## src/rtl/snap_pkg.sv

```systemverilog
package snap_pkg;
  localparam int RATE_W   = 5;
  localparam int EXP_MAX  = 8;
  localparam int TIMER_W  = EXP_MAX + 1;

  typedef enum logic [1:0] {
    OFF_RATE   = 2'd0,
    OFF_CTRL   = 2'd1,
    OFF_DATA   = 2'd2,
    OFF_STATUS = 2'd3
  } host_off_e;

  // Magnitude of a signed rate code, capped at EXP_MAX
  function automatic logic [3:0] rate_exp(input logic [RATE_W-1:0] code);
    logic [RATE_W:0] wide;
    logic [RATE_W:0] mag;
    wide = {code[RATE_W-1], code};
    mag  = code[RATE_W-1] ? (~wide + 1'b1) : wide;
    return (mag > (RATE_W+1)'(EXP_MAX)) ? 4'(EXP_MAX) : mag[3:0];
  endfunction
endpackage

```

## src/rtl/snap_interval_timer.sv

```systemverilog
module snap_interval_timer #(
  parameter int CW = snap_pkg::TIMER_W
) (
  input  logic       clk,
  input  logic       rst_n,
  input  logic       tick,
  input  logic       clear,
  input  logic       enable,
  input  logic [3:0] exp_sel,
  output logic       expire
);
  logic [CW-1:0] cnt_q;
  logic [CW-1:0] last;

  assign last   = (CW'(1) << exp_sel) - CW'(1);
  assign expire = tick && enable && !clear && (cnt_q == last);

  always_ff @(posedge clk or negedge rst_n) begin
    if (!rst_n)                cnt_q <= '0;
    else if (clear || !enable) cnt_q <= '0;
    else if (tick)             cnt_q <= expire ? '0 : cnt_q + CW'(1);
  end
endmodule

```

## src/rtl/snap_copy_engine.sv

```systemverilog
module snap_copy_engine #(
  parameter int REC_LEN = 16,
  parameter int IW      = $clog2(REC_LEN + 1)
) (
  input  logic clk,
  input  logic rst_n,
  input  logic start,
  input  logic rec_valid,
  output logic rec_ready,
  output logic busy,
  output logic wr_en
);
  logic [IW-1:0] cnt_q;
  logic          busy_q;
  logic          last_beat;

  assign busy      = busy_q;
  assign rec_ready = busy_q;
  assign wr_en     = busy_q && rec_valid;
  assign last_beat = wr_en && (cnt_q == IW'(REC_LEN - 1));

  always_ff @(posedge clk or negedge rst_n) begin
    if (!rst_n) begin
      busy_q <= 1'b0;
      cnt_q  <= '0;
    end else if (start && !busy_q) begin
      busy_q <= 1'b1;
      cnt_q  <= '0;
    end else if (wr_en) begin
      cnt_q <= cnt_q + IW'(1);
      if (last_beat) busy_q <= 1'b0;
    end
  end
endmodule

```

## src/rtl/snap_record_fifo.sv

```systemverilog
module snap_record_fifo #(
  parameter int DEPTH = 16,
  parameter int DW    = 8,
  parameter int IW    = $clog2(DEPTH + 1)
) (
  input  logic          clk,
  input  logic          rst_n,
  input  logic          flush,
  input  logic          wr_en,
  input  logic [DW-1:0] wr_data,
  input  logic          pop,
  output logic [DW-1:0] head,
  output logic          not_empty,
  output logic [IW-1:0] fill
);
  localparam int AW = (DEPTH > 1) ? $clog2(DEPTH) : 1;

  logic [DW-1:0] mem [DEPTH];
  logic [IW-1:0] wptr_q, rptr_q;
  logic          do_wr;

  assign do_wr     = wr_en && (wptr_q != IW'(DEPTH));
  assign not_empty = rptr_q < wptr_q;
  assign head      = mem[rptr_q[AW-1:0]];
  assign fill      = wptr_q;

  always_ff @(posedge clk) begin
    if (do_wr) mem[wptr_q[AW-1:0]] <= wr_data;
  end

  always_ff @(posedge clk or negedge rst_n) begin
    if (!rst_n) begin
      wptr_q <= '0;
      rptr_q <= '0;
    end else if (flush) begin
      wptr_q <= '0;
      rptr_q <= '0;
    end else begin
      if (do_wr)            wptr_q <= wptr_q + IW'(1);
      if (pop && not_empty) rptr_q <= rptr_q + IW'(1);
    end
  end
endmodule

```

## src/rtl/snap_fifo_top.sv

```systemverilog
module snap_fifo_top #(
  parameter int REC_LEN = 16,
  parameter int DW      = 8
) (
  input  logic          clk,
  input  logic          rst_n,
  input  logic          sample_tick,
  input  logic          host_wr,
  input  logic          host_rd,
  input  logic [1:0]    host_addr,
  input  logic [7:0]    host_wdata,
  output logic [7:0]    host_rdata,
  input  logic          rec_valid,
  output logic          rec_ready,
  input  logic [DW-1:0] rec_data,
  output logic          dma_mode
);
  import snap_pkg::*;
  localparam int IW = $clog2(REC_LEN + 1);

  logic [RATE_W-1:0] rate_q;
  logic              freeze_q;
  logic              rate_wr, ctrl_wr, frz_eff;
  logic              expire, start, busy_w, wr_en, pop, not_empty;
  logic [DW-1:0]     head;
  logic [IW-1:0]     fill;

  assign rate_wr  = host_wr && (host_addr == OFF_RATE);
  assign ctrl_wr  = host_wr && (host_addr == OFF_CTRL);
  assign frz_eff  = ctrl_wr ? host_wdata[0] : freeze_q;
  assign start    = expire && !busy_w;
  assign pop      = host_rd && (host_addr == OFF_DATA);
  assign dma_mode = !rate_q[RATE_W-1] && (rate_q != '0);

  always_ff @(posedge clk or negedge rst_n) begin
    if (!rst_n) begin
      rate_q   <= '0;
      freeze_q <= 1'b0;
    end else begin
      if (rate_wr) rate_q   <= host_wdata[RATE_W-1:0];
      if (ctrl_wr) freeze_q <= host_wdata[0];
    end
  end

  snap_interval_timer #(.CW(TIMER_W)) u_timer (
    .clk     (clk),
    .rst_n   (rst_n),
    .tick    (sample_tick),
    .clear   (frz_eff || rate_wr),
    .enable  (rate_q[RATE_W-1]),
    .exp_sel (rate_exp(rate_q)),
    .expire  (expire)
  );

  snap_copy_engine #(.REC_LEN(REC_LEN), .IW(IW)) u_copy (
    .clk       (clk),
    .rst_n     (rst_n),
    .start     (start),
    .rec_valid (rec_valid),
    .rec_ready (rec_ready),
    .busy      (busy_w),
    .wr_en     (wr_en)
  );

  snap_record_fifo #(.DEPTH(REC_LEN), .DW(DW), .IW(IW)) u_fifo (
    .clk       (clk),
    .rst_n     (rst_n),
    .flush     (start),
    .wr_en     (wr_en),
    .wr_data   (rec_data),
    .pop       (pop),
    .head      (head),
    .not_empty (not_empty),
    .fill      (fill)
  );

  always_comb begin
    case (host_addr)
      OFF_RATE:   host_rdata = 8'({rate_q});
      OFF_CTRL:   host_rdata = {7'b0, freeze_q};
      OFF_DATA:   host_rdata = not_empty ? 8'(head) : 8'h00;
      default:    host_rdata = {5'b0, not_empty, freeze_q, busy_w};
    endcase
  end
endmodule

```

## config.mk

```make
export PLATFORM = sky130hd
export DESIGN_NAME = snap_fifo_top
export DESIGN_NICKNAME = d
export VERILOG_FILES = /design/src/rtl/snap_pkg.sv /design/src/rtl/snap_interval_timer.sv /design/src/rtl/snap_copy_engine.sv /design/src/rtl/snap_record_fifo.sv /design/src/rtl/snap_fifo_top.sv
export SDC_FILE = /design/constraint.sdc
export NUM_CORES = 1
export LEC_CHECK = 0
export ABC_CLOCK_PERIOD_IN_PS = 4600
export BUFFER_PORTS_ARGS = -buffer_cell sky130_fd_sc_hd__buf_2
export CORE_ASPECT_RATIO = 1.1
export CORE_MARGIN = 5
export CORE_UTILIZATION = 50
export CTS_CLUSTER_SIZE = 14
export DETAILED_ROUTE_END_ITERATION = 12
export GPL_TIMING_DRIVEN = 1
export MAX_ROUTING_LAYER = met4
export PLACE_DENSITY = 0.75
export SETUP_SLACK_MARGIN = 0.5
export SYNTH_ARGS = -nofsm -noshare
export SYNTH_HDL_FRONTEND = slang
export SYNTH_SLANG_ARGS = --single-unit
```

## constraint.sdc

```tcl
create_clock -name clk -period 4.6 [get_ports clk]
set_input_delay 0.92 -clock clk [delete_from_list [all_inputs] [get_ports clk]]
set_output_delay 0.92 -clock clk [all_outputs]
set_load 0.005 [all_outputs]
```

Word level (Yosys, flattened, before mapping)
Memories as Yosys holds them, arrays and structs flattened.
Index checks and enable logic that the tools add are counted.

operators by class
  add/subtract/negate cells = 6
  shift-type cells = 1
  $lt $le $gt $ge = 2
  bitwise logic cells = 1
  multiplexer cells = 19
  equality and inequality tests = 5
  reduce and logical (&&, ||, !) cells = 26

operators by type and width
  cell                   number
  $mux W5                6
  $mux W9                3
  $pmux W8 S3            1
  $add A5 B1 Y5 const B  3
  $logic_and A1 B1 Y1    13
  $reduce_bool A2 Y1     5
  $add A9 B1 Y9 const B  1
  $eq A9 B9 Y1           1
  $shl A1 B4 Y9 const A  1
  $sub A9 B2 Y9 const B  1
  $mux W8                1
  $add A6 B1 Y6 const B  1
  $gt A6 B4 Y1 const B   1
  $mux W1                6
  $mux W6                1
  $not A6 Y6             1
  $eq A5 B4 Y1 const B   1
  $lt A5 B5 Y1           1
  $ne A5 B5 Y1 const B   1
  $reduce_bool A5 Y1     1
  $mux W4                1
  $logic_not A1 Y1       3
  $eq A2 B1 Y1 const B   1
  $eq A2 B2 Y1 const B   1
  other kinds (3)        4

word-level totals
  memories = 1
  register bits after elaboration = 31
  bits in writable memories = 128
  input bits = 24

memories
  name        depth  bits a word  rd ports  clocked after memory_dff  wr ports  RTL line                RTL
  u_fifo.mem  16     8            1         0                         1         snap_record_fifo.sv:18  logic [DW-1:0] mem [DEPTH];

Depth between registers and ports, before layout
Gate-level depths: netlist of run 1.

  word-level depth = 13
  depth in mapped cells = 18
  mapped depth without buffers = 14

Modules after synthesis
A second synthesis of run 1 with hierarchy kept.

unflattened totals
  cells, all modules = 537
  area total of the unflattened synthesis = 7422.1 um^2

by module, submodules not included
  module               times used  cells an instance  area each (um^2)  sequential area each (um^2)
  snap_record_fifo     1           326                5726.7            4093.9
  snap_interval_timer  1           115                873.3             225.2
  snap_fifo_top        1           66                 526.8             150.1
  snap_copy_engine     1           30                 295.3             150.1

Worst setup path before layout of run 1
No wires, ideal clock.

  path kind = register to register
  start = register rate_q[0]
  end = register u_timer.cnt_q[2]
  path slack = 1246 ps
  required time = 4499 ps
  clock period less this slack = 3354 ps
  cell stages (with the launch flop) = 17
  path buffers = 3
  library setup time = 101 ps
  data arrival time = 3253 ps
  cell sequence = dfrtp_1 > buf_2 > inv_1 > ha_1 > buf_4 > nor4_4 > a2bb2oi_2 > nand2_1 > ha_1 > xnor2_1 > nor2b_1 > and4_1 > a211oi_1 > a2111oi_4 > and3_1 > buf_2 > nor4_1

between the ends
  longest elaborated chain between the ends = 12

RTL lines
  what                     RTL line                   RTL
  start, declared          snap_fifo_top.sv:21        logic [RATE_W-1:0] rate_q;
  start signal, assigned   snap_fifo_top.sv:40        if (rate_wr) rate_q <= host_wdata[RATE_W-1:0];
  $not A6 Y6               snap_pkg.sv:18             mag = code[RATE_W-1] ? (~wide + 1'b1) : wide;
  $add A6 B1 Y6            snap_pkg.sv:18
  $mux W6 *                snap_pkg.sv:18
  $gt A6 B4 Y1             snap_pkg.sv:19             return (mag > (RATE_W+1)'(EXP_MAX)) ? 4'(EXP_MAX) : mag[3:0];
  $mux W4 *                snap_pkg.sv:19
  $shl A1 B4 Y9 *          snap_interval_timer.sv:15  assign last = (CW'(1) << exp_sel) - CW'(1);
  $sub A9 B2 Y9 *          snap_interval_timer.sv:15
  $eq A9 B9 Y1 *           snap_interval_timer.sv:16  assign expire = tick && enable && !clear && (cnt_q == last);
  $logic_and A1 B1 Y1 *    snap_interval_timer.sv:16
  $mux W9 * (2 in series)  snap_interval_timer.sv:21  else if (tick) cnt_q <= expire ? '0 : cnt_q + CW'(1);
  $mux W9 *                snap_interval_timer.sv:20  else if (clear || !enable) cnt_q <= '0;
  end signal, assigned     snap_interval_timer.sv:21
  end, declared            snap_interval_timer.sv:12  logic [CW-1:0] cnt_q;

Every way passes the cells marked *; elsewhere a longest branch is shown, timed or not. The select of a mux whose other input is x is not followed.
A chain may end at the register's enable or synchronous reset.

Worst setup path in the final report of run 1
  start = register u_fifo.rptr_q[0]
  end = output port host_rdata[1]

between the ends
  longest elaborated chain between the ends = 3

RTL lines
  what                                            RTL line                RTL
  start, declared                                 snap_record_fifo.sv:19  logic [IW-1:0] wptr_q, rptr_q;
  start signal, assigned                          snap_record_fifo.sv:40  if (pop && not_empty) rptr_q <= rptr_q + IW'(1);
  $mem_v2 Z16 W8 or $lt A5 B5 Y1 (tied branches)  --
  $mux W8 *                                       snap_fifo_top.sv:81     OFF_DATA: host_rdata = not_empty ? 8'(head) : 8'h00;
  $pmux W8 S3 *                                   snap_fifo_top.sv:78     case (host_addr)
  end, declared                                   snap_fifo_top.sv:12     output logic [7:0] host_rdata,

Every way passes the cells marked *; elsewhere a longest branch is shown, timed or not.

==> flow_metrics.tcl, run 1 <==
set metrics [dict create \
    cp-start-kind "register" \
    fin_nets 551 \
    post-route-min-period_ns 3.87 \
    synth_edf_count 128 \
    yosys-top-cells-count "edfxtp_1 (128), mux4_2 (40), nor2_1 (33)" \
    htreeDepth 4 \
    skew_ns 0.0134 \
    tns_ns 0 \
    cp-end-kind "primary output" \
    vias 4392 \
    grt_pass1_vias 4295 \
    drt_iter0_markers 405 \
    syn_to_final_growth_pct 12.1 \
    die_area_um2 17200 \
    start_util_pct 50.9 \
    hp-class "reg2reg" \
    drc 0 \
    num_io_pins 34 \
    finalHoldViolCount 0 \
    overflow 0 \
    synth.distinct_cells 60 \
    cts_hold_buf 0 \
    crit_type "reg2out" \
    grt_pass1_wl_mm 24.2 \
    fin_cells 718 \
    fp.dieH_um 137 \
    crit_fanout 25 \
    worst_slew_pin_slew_ns 1.21 \
    synthTopCellsByArea "edfxtp_1 (52%), mux4_2 (12%), dfrtp_1 (11%)" \
    dr.pass1.iters 5 \
    clockBufferDepth 2 \
    cap_violations 0 \
    worst_ep_arrival_time_ns 2.95 \
    required_ns 3.68 \
    cts_sinks 159 \
    synth_most_common_cell "edfxtp_1" \
    fmax_ghz 0.258 \
    rsz0062_at_grt "false" \
    clock-root-buffer "clkbuf_16" \
    yosysWarnings 0 \
    fill_cells 1096 \
    finalWorstSetupSlack_ns 0.731 \
    avgSynthCellArea_um2 15.1 \
    finalSetupViolations 0 \
    fp.coreArea_um2 14400 \
    pre_cts_ws_ns 0.627 \
    cts_tree "built" \
    path_clk_slew_ns 0.06 \
    die_w_um 125 \
    track_usage_pct 19.4 \
    via_per_inst 6.12 \
    cts-buffers-inserted 17 \
    synth_largest_area_cell "edfxtp_1" \
    async_flop_share_pct 19.5 \
    crit_path_start "u_fifo.rptr_q[0]" \
    vdd_drop_max_mv 0.300 \
    syn-num-nets 522 \
    wl_mm 15.3 \
    synthesis.instances 484 \
    timing.rr.start "rate_q[0]" \
    clk-insertion-delay-late_ns 0.42 \
    synth_seq_cells 159 \
    hp-start "u_copy.cnt_q[3]" \
    rows 46 \
    syn_area_um2 7330 \
    p_per_area_nw_per_um2 500 \
    grt_max_degree 37 \
    gp_congestion 0.852 \
    outcome "complete, no violations" \
    hpwl_mm 9.91 \
    placedCellCount 685 \
    antenna_found_initial 1 \
    period_share_pct 84.1 \
    synth_flop_cell "edfxtp_1" \
    p_leak_uw 0.00287 \
    drtAntennaViolNets 0 \
    slew_headroom_pct 19.1 \
    wl_per_cell_um 21.3 \
    synth_top_area_share_pct 52.5 \
    synth_seq_area_share_pct 63.0 \
    layout-drive-gt1-share_pct 25.0 \
    maxSlewViolCount 0 \
    port_buffers 30 \
]
==> cell type report <==
class | count | area (µm²) | area share, %
timing repair buffer | 36 | 195 | 2.38
clock buffer | 17 | 425 | 5.18
clock inverter | 14 | 133 | 1.62
sequential | 159 | 4620 | 56.3
inverter | 17 | 63.8 | 0.777
antenna | 1 | 2.50 | 0.0305
multi-input combinational | 282 | 2530 | 30.8
tap | 192 | 240 | 2.93
==> per-layer routing <==
layer	wire length, µm	global-route usage [%]
met5	0	-
met4	299	7.59
met3	1050	3.83
met2	7700	31.0
met1	6210	24.7
==> report_power, final <==
part	switching, µW	internal (µW)	total (µW)
registers	167	1600	1760
logic	457	554	1010
clock network	577	750	1330
total	1200	2900	4100
==> sequential cells by signal, indices dropped and copies added (netlist names) <==
signal and count:
rate_q 5, u_copy.busy 1, u_timer.cnt_q 9, u_copy.cnt_q 5, freeze_q 1, u_fifo.fill 5, u_fifo.rptr_q 5, u_fifo.mem 128
==> cell families after synthesis <==
group,count (synthesis),share of synthesized area (%)
and+or+nand+nor,143,10.4
buffers and inverters,43,2.61
muxes,46,13.2
AOI/OAI and AO/OA,62,6.37
xor gates and xnor gates,17,2.03
adders and majority gates,14,2.39
DFF,159,63.0
==> worst paths after layout <==
path                               endpoint  slack, ns  cells after the start
max in group asynchronous  u_fifo.rptr_q[0]       3.50                      1
hold reg to reg             u_copy.cnt_q[3]       0.54                      2
hold / removal              u_copy.cnt_q[3]       0.54                      2
setup reg to reg            u_copy.cnt_q[4]       0.77                     14
setup / recovery              host_rdata[1]       0.73                      9
min in group asynchronous  u_timer.cnt_q[4]       0.55                      1
==> cell usage in the layout, fill, tap and decap left out, types with 3 or more instances in the layout <==
master and n:
a21oi_1 10, nand2b_1 7, buf_4 6, edfxtp_1 128, inv_6 4, ha_1 14
dfrtp_1 29, buf_2 30, mux4_2 40, nand2_1 27, a311oi_1 3, a311o_1 3
or3_1 4, clkinv_4 4, clkbuf_16 17, nor3_1 4, mux2i_1 3, nor2_1 33
xor2_1 5, xnor2_1 12, o211ai_1 3, and3_1 13, and2_1 3, o21ai_0 17
nor2_2 9, nand3_1 10, nor2b_1 6, nor4_1 11, nand4_1 5, mux2_2 3
inv_1 16, or4_1 3
==> timing repair <==
action                     in CTS  in global routing
setup endpoints to repair       0                 30
setup buffers                   0                  1
gates resized for setup         0                  3
==> per-stage QoR <==
| stage | total power, µW | hold WS [ns] | area [µm²] | utilization, % |
|---|---|---|---|---|
| 2_1_floorplan | 2540 | 0.499 | 7330 | - |
| 3_3_place_gp | 2780 | 0.513 | 7630 | 53.1 |
| 3_5_place_dp | 2810 | 0.526 | 7630 | 53.1 |
| 4_1_cts | 4120 | 0.544 | 8190 | 56.9 |
| 5_1_grt | 4310 | 0.571 | 8210 | 57.1 |
| 6_report | 4100 | 0.544 | 8210 | 57.1 |
==> worst max-delay path, stage by stage (launching register included) <==
cell	delay, ns
dfrtp_4	0.68
buf_4	0.30
nand2b_1	0.16
a21o_1	0.20
a21oi_1	0.17
o21bai_1	0.08
a21o_1	0.19
or3b_2	0.45
o311ai_0	0.11
buf_2	0.18
(Power assumes the default switching activity.)
==> run 2: changes to the inputs <==
--- a/config.mk
+++ b/config.mk
@@ -5,7 +5,8 @@
 export SDC_FILE = /design/constraint.sdc
 export NUM_CORES = 1
 export LEC_CHECK = 0
-export ABC_CLOCK_PERIOD_IN_PS = 4600
+export ABC_AREA = 1
+export ABC_CLOCK_PERIOD_IN_PS = 3450
 export BUFFER_PORTS_ARGS = -buffer_cell sky130_fd_sc_hd__buf_2
 export CORE_ASPECT_RATIO = 1.1
 export CORE_MARGIN = 5
@@ -14,7 +15,7 @@
 export DETAILED_ROUTE_END_ITERATION = 12
 export GPL_TIMING_DRIVEN = 1
 export MAX_ROUTING_LAYER = met4
-export PLACE_DENSITY = 0.75
+export PLACE_DENSITY = 0.78
 export SETUP_SLACK_MARGIN = 0.5
 export SYNTH_ARGS = -nofsm -noshare
 export SYNTH_HDL_FRONTEND = slang
==> constraint.sdc (replaced) <==
create_clock -name clk -period 3.45 [get_ports clk]
set_input_delay 0.69 -clock clk [delete_from_list [all_inputs] [get_ports clk]]
set_output_delay 0.69 -clock clk [all_outputs]
set_load 0.005 [all_outputs]
==> flow_metrics.tcl, run 2 <==
set metrics [dict create \
    cp-start-kind "register" \
    synth_seq_area_share_pct 62.7 \
    synth_seq_cells 159 \
    worst_slew_pin_slew_ns 0.802 \
    grt_pass1_wl_mm 27.1 \
    rsz0062_at_grt "true" \
    fp.dieH_um 137 \
    vdd_drop_max_mv 0.601 \
    fin_nets 797 \
    yosysWarnings 0 \
    p_leak_uw 0.00358 \
    cp-end-kind "primary output" \
    finalSetupViolations 0 \
    fmax_ghz 0.342 \
    maxSlewViolCount 0 \
    wl_mm 17.9 \
    synth_top_area_share_pct 52.2 \
    grt_max_degree 44 \
    synth.distinct_cells 40 \
    wl_per_cell_um 18.6 \
    tns_ns 0 \
    layout-drive-gt1-share_pct 18.7 \
    crit_fanout 16 \
    required_ns 2.76 \
    cts-buffers-inserted 17 \
    synthTopCellsByArea "edfxtp_1 (52%), dfrtp_1 (11%), nand2_1 (10%)" \
    synth_edf_count 128 \
    synthesis.instances 709 \
    num_io_pins 34 \
    drc 0 \
    timing.rr.start "rate_q[0]" \
    grt_pass1_vias 5208 \
    cts_sinks 159 \
    fp.coreArea_um2 14400 \
    final_cell_mix "nand2_1 (199), edfxtp_1 (128), inv_1 (66), a21oi_1 (56), nor2_1 (32)" \
    start_util_pct 51.0 \
    die_area_um2 17300 \
    rows 46 \
    die_w_um 126 \
    mostFrequentLayoutCell "nand2_1" \
    clock-root-buffer "clkbuf_16" \
    drt_iter0_markers 661 \
    hp-class "in2async" \
    synth_flop_cell "edfxtp_1" \
    finalHoldViolCount 0 \
    synth_largest_area_cell "edfxtp_1" \
    hpwl_mm 10.5 \
    syn_to_final_growth_pct 18.7 \
    gp_congestion 0.886 \
    overflow 0 \
    dr.pass1.iters 5 \
    outcome "complete, no violations" \
    clockBufferDepth 2 \
    avgSynthCellArea_um2 10.4 \
    cap_violations 0 \
    htreeDepth 4 \
    syn-num-nets 747 \
    slew_headroom_pct 46.3 \
    syn_area_um2 7370 \
    port_buffers 30 \
    path_clk_slew_ns 0.07 \
    cts_tree "built" \
    vias 5488 \
    track_usage_pct 21.0 \
    via_per_inst 5.69 \
    post-route-min-period_ns 2.92 \
    drtAntennaViolNets 0 \
    crit_type "reg2out" \
    crit_path_start "u_fifo.rptr_q[0]" \
    synth_most_common_cell "nand2_1" \
    async_flop_share_pct 19.5 \
    p_per_area_nw_per_um2 720 \
    antenna_found_initial 1 \
    skew_ns 0.00833 \
    largest_register_ffs 128 \
    period_share_pct 84.7 \
    worst_ep_arrival_time_ns 2.23 \
    yosys-top-cells-count "nand2_1 (200), edfxtp_1 (128), inv_1 (73)" \
    timing.hold.ws_ns 0.320 \
    clk-insertion-delay-late_ns 0.42 \
]
==> run 2: cell count changes in the layout (fill, tap and decap cells not counted), sizes merged, moves of 7 or more <==
cell | previous run | this run
mux4 | 40 | 0
xnor2 | 12 | 2
nand2b | 7 | 0
nor4 | 12 | 0
a21oi | 10 | 56
nand3 | 10 | 32
inv | 22 | 77
and3 | 13 | 1
a22oi | 0 | 14
a32o | 0 | 12
buf | 36 | 54
nand2 | 27 | 208
==> run 2: layout make-up <==
class                      instances  area (µm²)
timing repair inverter             1        8.76
tap                              192         240
clock inverter                    13         188
inverter                          77         317
fill                            1101        5700
multi-input combinational        449        2530
timing repair buffer              54         412
sequential                       159        4620
antenna                            1        2.50
clock buffer                      19         433
==> run 2: stage by stage <==
stage / instance area, µm² / worst slack (ns) / std cells / util (%) / total power, µW
after CTS: 8530 / 0.499 / 956 / 59.0 / 6070
after detailed placement: 7730 / 0.388 / 915 / 53.5 / 3940
after floorplan: 7370 / 0.836 / 709 / - / 3420
final: 8750 / 0.527 / 965 / 60.6 / 6300
after global routing: 8750 / 0.457 / 965 / 60.6 / 6580
after global placement: 7730 / 0.440 / 915 / 53.5 / 3900
==> run 2: power breakdown <==
group,switching (µW),total (µW),internal [µW]
sequential,85.1,2220,2130
combinational,1350,2110,751
clock,762,1980,1220
==> run 2: worst paths after layout <==
| path | slack (ns) | end | depth (start not counted) |
|---|---|---|---|
| max in group asynchronous | 2.62 | u_fifo.rptr_q[1] | 1 |
| hold / removal | 0.32 | rate_q[1] | 1 |
| hold reg to reg | 0.50 | u_copy.cnt_q[4] | 2 |
| setup / recovery | 0.53 | host_rdata[5] | 9 |
| setup reg to reg | 0.72 | u_copy.cnt_q[0] | 20 |
| min in group clk | 0.49 | rate_q[4] | 3 |
==> run 2: worst max-delay path, stage by stage, from the launching register on <==
cell      delay, ns
dfrtp_2        0.45
buf_12         0.16
inv_6          0.13
nand2_1        0.07
a22oi_1        0.29
nand2_1        0.15
o311ai_2       0.12
o21ai_1        0.15
a211oi_2       0.15
buf_2          0.14
==> run 2: routing by layer <==
layer | wire [µm] | GRT usage (%) | up-vias
met5 | 0 | - | -
met4 | 743 | 10.1 | 0
met3 | 1250 | 4.07 | 49
met2 | 8870 | 35.0 | 279
met1 | 7030 | 25.0 | 2600
li1 | - | - | 2560
==> run 2: cells by family after synthesis <==
family / synth area share, %
AND/OR/NAND/NOR: 17.6
adder cells (fa/ha/maj): 2.38
flip-flops: 62.7
buffers and inverters: 5.43
AO/OA/AOI/OAI: 10.7
XOR/XNOR: 1.19
==> run 2: repair_timing <==
action,in CTS,in global routing
setup buffers,8,8
gates resized for setup,24,37
endpoints found under the setup margin,24,33
pin swaps,1,9
hold buffers,0,0
gates cloned,1,0
==> run 3: changes to the inputs <==
--- a/config.mk
+++ b/config.mk
@@ -6,7 +6,7 @@
 export NUM_CORES = 1
 export LEC_CHECK = 0
 export ABC_AREA = 1
-export ABC_CLOCK_PERIOD_IN_PS = 3450
+export ABC_CLOCK_PERIOD_IN_PS = 2500
 export BUFFER_PORTS_ARGS = -buffer_cell sky130_fd_sc_hd__buf_2
 export CORE_ASPECT_RATIO = 1.1
 export CORE_MARGIN = 5
==> constraint.sdc (replaced) <==
create_clock -name clk -period 2.5 [get_ports clk]
set_input_delay 0.5 -clock clk [delete_from_list [all_inputs] [get_ports clk]]
set_output_delay 0.5 -clock clk [all_outputs]
set_load 0.005 [all_outputs]
==> flow_metrics.tcl, run 3 (same netlist as run 2, synthesis figures left out) <==
set metrics [dict create \
    dr.pass1.iters 6 \
    syn_to_final_growth_pct 33.4 \
    cp_num_buf_inv 3 \
    fin_cells 1027 \
    num_io_pins 34 \
    slew_headroom_pct 48.2 \
    cts_hold_buf 0 \
    die_area_um2 17300 \
    skew_ns 0.0127 \
    clockBufferDepth 2 \
    rows 46 \
    cp-end-kind "primary output" \
    gp_congestion 0.952 \
    finalWorstSetupSlack_ns -0.413 \
    port_buffers 30 \
    wl_mm 23.2 \
    required_ns 2.00 \
    via_per_inst 6.26 \
    vias 6427 \
    final_cell_mix "nand2_1 (170), edfxtp_1 (128), buf_4 (63), a21oi_1 (54), inv_1 (37)" \
    drtAntennaViolNets 0 \
    track_usage_pct 24.0 \
    antenna_found_initial 0 \
    path_clk_slew_ns 0.07 \
    hp-class "in2async" \
    hpwl_mm 11.3 \
    cap_violations 0 \
    rsz0062_at_grt "true" \
    grt_max_degree 32 \
    start_util_pct 51.0 \
    p_per_area_nw_per_um2 976 \
    crit_type "reg2out" \
    finalHoldViolCount 0 \
    placedCellCount 947 \
    drt_iter0_markers 697 \
    crit_family "simple AND/OR/NAND/NOR gates" \
    violations "setup timing" \
    post-route-min-period_ns 2.91 \
    pre_cts_ws_ns -0.133 \
    largest_register_ffs 128 \
    worst_ep_arrival_time_ns 2.41 \
    grt_pass1_wl_mm 30.6 \
    layout-drive-gt1-share_pct 35.3 \
    fp.dieH_um 137 \
    diodes 0 \
    drc 0 \
    fmax_ghz 0.343 \
    critPathMaxStageDelay_ns 0.44 \
    fin_nets 860 \
    overflow 0 \
    clk-insertion-delay-late_ns 0.45 \
    die_w_um 126 \
    wl_per_cell_um 22.6 \
    power_uw 9600 \
    slowest_stage "dfrtp_1" \
    period_share_pct 117 \
    maxSlewViolCount 0 \
    vdd_drop_max_mv 0.743 \
    p_leak_uw 0.00395 \
    crit_fanout 5 \
    cts_sinks 159 \
    cp-start-kind "register" \
    htreeDepth 4 \
    grt_pass1_vias 6002 \
    worst_slew_pin_slew_ns 0.778 \
    utilization_pct 68.0 \
    cp_cell_sequence "inv_2 > ha_4 > nand2_4 > nor2_2 > o21ai_1 > o211a_1 > nand3_4 > inv_4 > o2111ai_2 > nand4_1 > buf_2" \
    finalSetupViolations 33 \
    fp.coreArea_um2 14400 \
    mostFrequentLayoutCell "nand2_1" \
    cts_tree "built" \
    clock-root-buffer "clkbuf_16" \
    outcome "complete, but fails checks" \
    cts-buffers-inserted 17 \
]
run 3: report_power, final:
part	internal, µW	leakage, µW	switching (µW)
clock	1300	0.000263	1180
combinational	1670	0.00215	2380
sequential	2940	0.00154	134
total	5910	0.00395	3690
run 3: per-stage QoR:
| stage | setup TNS, ns | hold WS, ns | area, µm² |
|---|---|---|---|
| after floorplan | -0.116 | 0.204 | 7430 |
| after global placement | -0.243 | 0.482 | 8050 |
| after detailed placement | -1.84 | 0.497 | 8050 |
| after CTS | -2.79 | 0.136 | 9200 |
| after global routing | -10.79 | 0.193 | 9830 |
| final | -6.62 | 0.133 | 9830 |
run 3: repair_timing:
item,in CTS,in global routing
gates cloned,5,0
setup buffers,20,23
pin swaps,23,28
endpoints found under the setup margin,129,137
gates resized for setup,98,111
run 3: routing by layer:
metal / vias to the layer above / track usage [%] / wire [µm]
met5: - / - / 0
met4: 0 / 12.6 / 1600
met3: 166 / 5.27 / 2190
met2: 508 / 42.0 / 11500
met1: 3077 / 25.7 / 7940
li1: 2676 / - / -
run 3: final timing paths:
path / slack, ns / start / depth (start not counted) / end
worst max-delay path: -0.41 / u_fifo.fill[4] / 11 / host_rdata[0]
worst min-delay path: 0.13 / rst_n / 1 / u_copy.busy
worst max register to register: -0.20 / rate_q[1] / 20 / u_fifo.rptr_q[4]
worst min register to register: 0.53 / u_timer.cnt_q[7] / 2 / u_timer.cnt_q[7]
max in group asynchronous: 1.82 / rst_n / 1 / u_fifo.rptr_q[1]
min in group clk: 0.28 / host_wdata[4] / 3 / rate_q[4]
run 3: layout make-up:
class | instances | area [µm²]
clock buffers | 17 | 425
repair buffers | 117 | 1030
multi-input cells | 449 | 3000
clock inverters | 15 | 124
inverters | 77 | 380
fillers | 866 | 4620
flip-flops and latches | 159 | 4620
repair inverters | 1 | 3.75
well taps | 192 | 240
